==> config.mk <==
export PLATFORM = sky130hd
export DESIGN_NAME = gpio_bank_irq
export DESIGN_NICKNAME = d
export VERILOG_FILES = /design/src/rtl/gb_pkg.sv /design/src/rtl/gb_sync.sv /design/src/rtl/gb_pin_detect.sv /design/src/rtl/gb_regfile.sv /design/src/rtl/gb_out_sel.sv /design/src/rtl/gpio_bank_irq.sv
export SDC_FILE = /design/constraint.sdc
export NUM_CORES = 1
export LEC_CHECK = 0
export CAP_MARGIN = 0
export CORE_MARGIN = 10
export CORE_UTILIZATION = 60
export CTS_CLUSTER_DIAMETER = 50
export DETAILED_ROUTE_END_ITERATION = 8
export DONT_BUFFER_PORTS = 1
export PLACE_DENSITY = 0.87
export SKIP_CTS_REPAIR_TIMING = 1
export SYNTH_ARGS = -nofsm -noshare
export SYNTH_HDL_FRONTEND = slang
export SYNTH_HIERARCHICAL = 1
export SYNTH_SLANG_ARGS = --single-unit
export TNS_END_PERCENT = 20
==> constraint.sdc <==
create_clock -name clk -period 3.31 [get_ports clk]
set_input_delay 0.662 -clock clk [delete_from_list [all_inputs] [get_ports clk]]
set_output_delay 0.662 -clock clk [all_outputs]
set_load 0.02 [all_outputs]
==> src/rtl/gb_pkg.sv <==
package gb_pkg;

    localparam int GB_PINS = 16;
    localparam int GB_AW   = 8;
    localparam int GB_DW   = GB_PINS;
    localparam int GB_SYNC = 2;

    typedef enum logic [GB_AW-1:0] {
        OFF_DIR     = 8'h00,
        OFF_DRV     = 8'h04,
        OFF_SLP_DRV = 8'h08,
        OFF_FLT_DRV = 8'h0C,
        OFF_MODE    = 8'h10,
        OFF_EPOL    = 8'h14,
        OFF_LPOL    = 8'h18,
        OFF_MASK    = 8'h1C,
        OFF_SMASK   = 8'h20,
        OFF_STAT    = 8'h24,
        OFF_LEVEL   = 8'h28
    } gb_off_e;

    typedef struct packed {
        logic [GB_PINS-1:0] dir;
        logic [GB_PINS-1:0] drv;
        logic [GB_PINS-1:0] slp_drv;
        logic [GB_PINS-1:0] flt_drv;
        logic [GB_PINS-1:0] mode;
        logic [GB_PINS-1:0] epol;
        logic [GB_PINS-1:0] lpol;
        logic [GB_PINS-1:0] mask;
        logic [GB_PINS-1:0] smask;
    } gb_cfg_t;

    typedef struct packed {
        logic               cur;
        logic               prev;
        logic               mode;
        logic               epol;
        logic               lpol;
    } gb_pin_view_t;

    // Event for one pin from its synchronized samples and its configuration
    function automatic logic gb_event(input gb_pin_view_t v);
        logic hit;
        if (v.mode) begin
            hit = v.epol ? (v.cur & ~v.prev) : (~v.cur & v.prev);
        end else begin
            hit = v.lpol ? v.cur : ~v.cur;
        end
        return hit;
    endfunction

endpackage

==> src/rtl/gb_sync.sv <==
module gb_sync #(
    parameter int W      = gb_pkg::GB_PINS,
    parameter int STAGES = gb_pkg::GB_SYNC
) (
    input  logic         clk,
    input  logic         rst,
    input  logic [W-1:0] d,
    output logic [W-1:0] q,
    output logic [W-1:0] q_prev
);
    logic [W-1:0] chain [STAGES];
    logic [W-1:0] last;

    genvar s;
    generate
        for (s = 0; s < STAGES; s++) begin : g_stage
            if (s == 0) begin : g_first
                always_ff @(posedge clk) begin
                    if (rst) chain[s] <= '0;
                    else     chain[s] <= d;
                end
            end else begin : g_next
                always_ff @(posedge clk) begin
                    if (rst) chain[s] <= '0;
                    else     chain[s] <= chain[s-1];
                end
            end
        end
    endgenerate

    always_ff @(posedge clk) begin
        if (rst) last <= '0;
        else     last <= chain[STAGES-1];
    end

    assign q      = chain[STAGES-1];
    assign q_prev = last;
endmodule

==> src/rtl/gb_pin_detect.sv <==
module gb_pin_detect
    import gb_pkg::*;
(
    input  logic         clk,
    input  logic         rst,
    input  gb_pin_view_t view,
    input  logic         clr,
    output logic         evt,
    output logic         stat
);
    assign evt = gb_event(view);

    always_ff @(posedge clk) begin
        if (rst)      stat <= 1'b0;
        else if (evt) stat <= 1'b1;
        else if (clr) stat <= 1'b0;
    end
endmodule

==> src/rtl/gb_regfile.sv <==
module gb_regfile
    import gb_pkg::*;
(
    input  logic               clk,
    input  logic               rst,
    input  logic               bus_wr,
    input  logic [GB_AW-1:0]   bus_addr,
    input  logic [GB_DW-1:0]   bus_wdata,
    output logic [GB_DW-1:0]   bus_rdata,
    input  logic [GB_PINS-1:0] status,
    input  logic [GB_PINS-1:0] levels,
    output gb_cfg_t            cfg,
    output logic [GB_PINS-1:0] clr_vec
);
    localparam logic [GB_PINS-1:0] ONES = '1;

    always_ff @(posedge clk) begin
        if (rst) begin
            cfg       <= '0;
            cfg.mask  <= ONES;
            cfg.smask <= ONES;
        end else if (bus_wr) begin
            case (bus_addr)
                OFF_DIR:     cfg.dir     <= bus_wdata;
                OFF_DRV:     cfg.drv     <= bus_wdata;
                OFF_SLP_DRV: cfg.slp_drv <= bus_wdata;
                OFF_FLT_DRV: cfg.flt_drv <= bus_wdata;
                OFF_MODE:    cfg.mode    <= bus_wdata;
                OFF_EPOL:    cfg.epol    <= bus_wdata;
                OFF_LPOL:    cfg.lpol    <= bus_wdata;
                OFF_MASK:    cfg.mask    <= bus_wdata;
                OFF_SMASK:   cfg.smask   <= bus_wdata;
                default:     ;
            endcase
        end
    end

    assign clr_vec = (bus_wr && bus_addr == OFF_STAT) ? bus_wdata : '0;

    always_comb begin
        case (bus_addr)
            OFF_DIR:     bus_rdata = cfg.dir;
            OFF_DRV:     bus_rdata = cfg.drv;
            OFF_SLP_DRV: bus_rdata = cfg.slp_drv;
            OFF_FLT_DRV: bus_rdata = cfg.flt_drv;
            OFF_MODE:    bus_rdata = cfg.mode;
            OFF_EPOL:    bus_rdata = cfg.epol;
            OFF_LPOL:    bus_rdata = cfg.lpol;
            OFF_MASK:    bus_rdata = cfg.mask;
            OFF_SMASK:   bus_rdata = cfg.smask;
            OFF_STAT:    bus_rdata = status;
            OFF_LEVEL:   bus_rdata = levels;
            default:     bus_rdata = '0;
        endcase
    end
endmodule

==> src/rtl/gb_out_sel.sv <==
module gb_out_sel
    import gb_pkg::*;
(
    input  gb_cfg_t            cfg,
    input  logic [GB_PINS-1:0] status,
    input  logic               sleep_i,
    input  logic               batt_fault_i,
    output logic [GB_PINS-1:0] pin_out,
    output logic [GB_PINS-1:0] pin_oe,
    output logic               irq_o
);
    logic [GB_PINS-1:0] live_mask;

    always_comb begin
        if (batt_fault_i)  pin_out = cfg.flt_drv;
        else if (sleep_i)  pin_out = cfg.slp_drv;
        else               pin_out = cfg.drv;
    end

    assign pin_oe    = cfg.dir;
    assign live_mask = sleep_i ? cfg.smask : cfg.mask;
    assign irq_o     = |(status & ~live_mask);
endmodule

==> src/rtl/gpio_bank_irq.sv <==
module gpio_bank_irq
    import gb_pkg::*;
(
    input  logic               clk,
    input  logic               rst,
    input  logic               bus_wr,
    input  logic [GB_AW-1:0]   bus_addr,
    input  logic [GB_DW-1:0]   bus_wdata,
    output logic [GB_DW-1:0]   bus_rdata,
    input  logic [GB_PINS-1:0] pin_in,
    output logic [GB_PINS-1:0] pin_out,
    output logic [GB_PINS-1:0] pin_oe,
    input  logic               sleep_i,
    input  logic               batt_fault_i,
    output logic               irq_o
);
    gb_cfg_t            cfg;
    logic [GB_PINS-1:0] lvl_cur;
    logic [GB_PINS-1:0] lvl_prev;
    logic [GB_PINS-1:0] clr_vec;
    logic [GB_PINS-1:0] evt_vec;
    logic [GB_PINS-1:0] status_q;

    gb_sync #(.W(GB_PINS), .STAGES(GB_SYNC)) u_sync (
        .clk    (clk),
        .rst    (rst),
        .d      (pin_in),
        .q      (lvl_cur),
        .q_prev (lvl_prev)
    );

    gb_regfile u_regs (
        .clk       (clk),
        .rst       (rst),
        .bus_wr    (bus_wr),
        .bus_addr  (bus_addr),
        .bus_wdata (bus_wdata),
        .bus_rdata (bus_rdata),
        .status    (status_q),
        .levels    (lvl_cur),
        .cfg       (cfg),
        .clr_vec   (clr_vec)
    );

    genvar p;
    generate
        for (p = 0; p < GB_PINS; p++) begin : g_pin
            gb_pin_view_t view;
            assign view.cur  = lvl_cur[p];
            assign view.prev = lvl_prev[p];
            assign view.mode = cfg.mode[p];
            assign view.epol = cfg.epol[p];
            assign view.lpol = cfg.lpol[p];

            gb_pin_detect u_det (
                .clk  (clk),
                .rst  (rst),
                .view (view),
                .clr  (clr_vec[p]),
                .evt  (evt_vec[p]),
                .stat (status_q[p])
            );
        end
    endgenerate

    gb_out_sel u_out (
        .cfg          (cfg),
        .status       (status_q),
        .sleep_i      (sleep_i),
        .batt_fault_i (batt_fault_i),
        .pin_out      (pin_out),
        .pin_oe       (pin_oe),
        .irq_o        (irq_o)
    );
endmodule

==> impl_metrics.csv <==
group,metric,value,unit
sta,hold_violations,0,
synthesis,syn_inst,1089,
drt,drtIter0Drc,1020,
hold_path,worst_hold_path.endpoint,"u_regs/cfg[51]$_SDFFE_PP0P_",
synthesis,post-synth-top-area-fraction,40.3,%
drt,final_antenna_net_count,0,
cells_and_area,diodes,0,
placement,place_hpwl,17700,um
worst_setup_path,slowest_delay,0.89,ns
worst_setup_path,cp-start-kind,"input pin",
sta,finalSetupTns,0,ns
clock_network,clk_pin_slew,0.06,ns
worst_setup_path,critical_path.top_delay_family,"simple AND/OR/NAND/NOR gates",
clock_network,cts_tree,"built",
worst_setup_path,rrSetupSlack,2.32,ns
power_and_ir_drop,leakagePower,4.92,nW
floorplan,ios,94,
worst_setup_path,reg2regPathDepth,3,
hold_path,min_path_type,"in2reg",
hold_path,hold_path_depth,1,
worst_setup_path,cp_num_buf_inv,1,
hold_path,hold_path.startpoint,"rst",
sta,rsz0062_at_grt,"no",
clock_network,cts.sinks,208,
global_routing,antenna_found_initial,0,
placement,dp_cells,1233,
synthesis,ys.flop_type,"dfxtp_1",
synthesis,avgSynthCellArea,9.49,um^2
synthesis,syn_area,10300,um^2
floorplan,core-area,16800,um^2
global_routing,grt_usage,22.9,%
placement,portBuffers,0,
worst_setup_path,startpoint,"bus_addr[4]",
sta,fin_ws,0.329,ns
worst_setup_path,crit_required,2.65,ns
worst_setup_path,end_kind,"primary output",
floorplan,die_y,151,um
worst_setup_path,path_max_fanout,14,
floorplan,die_w,151,um
drt,vias_per_cell,6.30,
sta,tightest_slew,0.945,ns
clock_network,cts_buffers,24,
cells_and_area,drive_gt1_share,11.0,%
placement,dp_slack,0.382,ns
sta,slew_headroom,37.0,%
cells_and_area,mostFrequentLayoutCell,"dfxtp_1",
synthesis,ys_warn_count,6,
clock_network,insertion_delay,0.51,ns
floorplan,die_area,22900,um^2
synthesis,ys_ff_latch,208,
global_routing,grt_pass1_vias,7725,
sta,clock.fmax,335,MHz
synthesis,ys_seq_area_share,40.3,%
synthesis,syn_nets,1134,
power_and_ir_drop,ir_worst_vdd,0.326,mV
sta,finClkSkew,0.00653,ns
synthesis,synth_edf_count,0,
worst_setup_path,crit_arrival,2.32,ns
clock_network,cts-root-buf,"clkbuf_16",
global_routing,grt_pass1_wl,42100,um
synthesis,synthArstFlopShare,0,%
clock_network,cts_buffer_depth,3,
worst_setup_path,reg2reg_from,"u_regs/cfg[66]$_SDFFE_PP0P_",
global_routing,overflow,0,
cells_and_area,layout.nets,1084,
worst_setup_path,cp_cell_sequence,"or4b_2, o22a_1, o211ai_1, buf_4",
power_and_ir_drop,p_per_area,501,nW/um^2
drt,drt_pass1_iterations,7,
drt,drt-total-wl,27300,um
floorplan,num_rows,47,
global_routing,grt_max_degree,209,
synthesis,yosysUniqueCellTypes,50,
worst_setup_path,worstSetupPathType,"in2out",
placement,gp_congestion,0.992,
cells_and_area,fin_cells,1277,
sta,setup_violations,0,
drt,wl_per_cell,21.4,um
flow_run,drv_cap,0,
synthesis,yosys.area.top_type,"dfxtp_1",
cells_and_area,syn_to_final_growth,7.54,%
synthesis,synthTopCellsByArea,"dfxtp_1, mux2i_1, nand3b_1, nand2_1, nor2b_1",
floorplan,initial_core_util,61.7,%
cells_and_area,layout_common_cells,"dfxtp_1, mux2i_1, nand2_1",
sta,fin_crit_sh,90.1,%
clock_network,htreeDepth,1,
sta,maxSlewViolCount,0,
worst_setup_path,r2r-end,"g_pin[2].u_det/stat$_SDFFE_PP0P_",
drt,drc_errors,0,
outcome,status,"complete, no violations",
sta,period_needed,2.98,ns
drt,num_vias,8049,
worst_setup_path,worst_path_max_delay_cell,"or4b_2",
## registers in the layout (all words and copies together), names as in the netlist
signal,flops
u_sync/chain,32
u_regs/cfg,144
g_pin.u_det/stat,16
u_sync/q_prev,16
## where the power goes
part / total, mW / internal [mW] / switching [mW]
clock: 2.82 / 1.73 / 1.10
combinational: 0.174 / 0.110 / 0.0643
sequential: 2.57 / 2.54 / 0.0293
total: 5.57 / 4.38 / 1.19
## cells by family (layout without fill, tap and decap cells)
kind of cell,Yosys count,in the layout,synth area share (%)
AOI/OAI and AO/OA,135,135,11.2
buffers and inverters,103,71,5.46
DFF,208,208,40.3
muxes,180,180,19.5
and+or+nand+nor,463,463,23.6
## Yosys cell counts (18+ instances only)
cell type and number:
nor2_1 106, nand3_1 23, mux2i_1 157, dfxtp_1 208
clkbuf_1 53, nor2b_1 68, a21oi_1 22, nand3b_1 64
nor3_1 20, a22oi_1 23, o21ba_1 32, o21ai_0 18
buf_4 18, nand2_1 118
## worst register-to-register path, cell delays in order, from the launching register on
cell and delay, ns:
dfxtp_1 0.41, nand2b_1 0.16, a32oi_2 0.12, o21ba_1 0.20
## through the flow
| stage | utilization, % | hold slack, ns | area, um^2 | total power [mW] |
|---|---|---|---|---|
| detailed placement | 61.2 | 0.422 | 10300 | 2.80 |
| global placement | 61.2 | 0.421 | 10300 | 2.79 |
| finish | 66.3 | 0.237 | 11100 | 5.57 |
| global route | 66.3 | 0.225 | 11100 | 5.71 |
| CTS | 66.3 | 0.223 | 11100 | 5.59 |
| floorplan | - | 0.414 | 10300 | 2.86 |
## metal layers
metal,GRT usage [%],wire length [um],vias up
li1,-,-,3701
met1,29.4,11000,3834
met2,36.5,12300,438
met3,5.64,3200,76
met4,8.76,811,0
met5,0,0,-
## how the worst max path moves through the flow
| stage | endpoint | slack (ns) | cells after the start |
|---|---|---|---|
| after floorplan | bus_rdata[10] | 0.30 | 5 |
| after global routing | bus_rdata[6] | 0.33 | 4 |
| final | bus_rdata[6] | 0.33 | 4 |
| after detailed placement | bus_rdata[6] | 0.38 | 4 |
| after CTS | bus_rdata[6] | 0.37 | 4 |
| after global placement | bus_rdata[6] | 0.40 | 4 |
## area by class of cell
type / count / area (um^2)
Fill cell: 1268 / 5650
Multi-Input combinational cell: 778 / 5610
Sequential cell: 208 / 4160
Clock buffer: 33 / 696
Tap cell: 220 / 275
Timing Repair Buffer: 26 / 208
Clock inverter: 11 / 159
Inverter: 1 / 3.75
No activity file was read; power rests on OpenSTA's default activity.
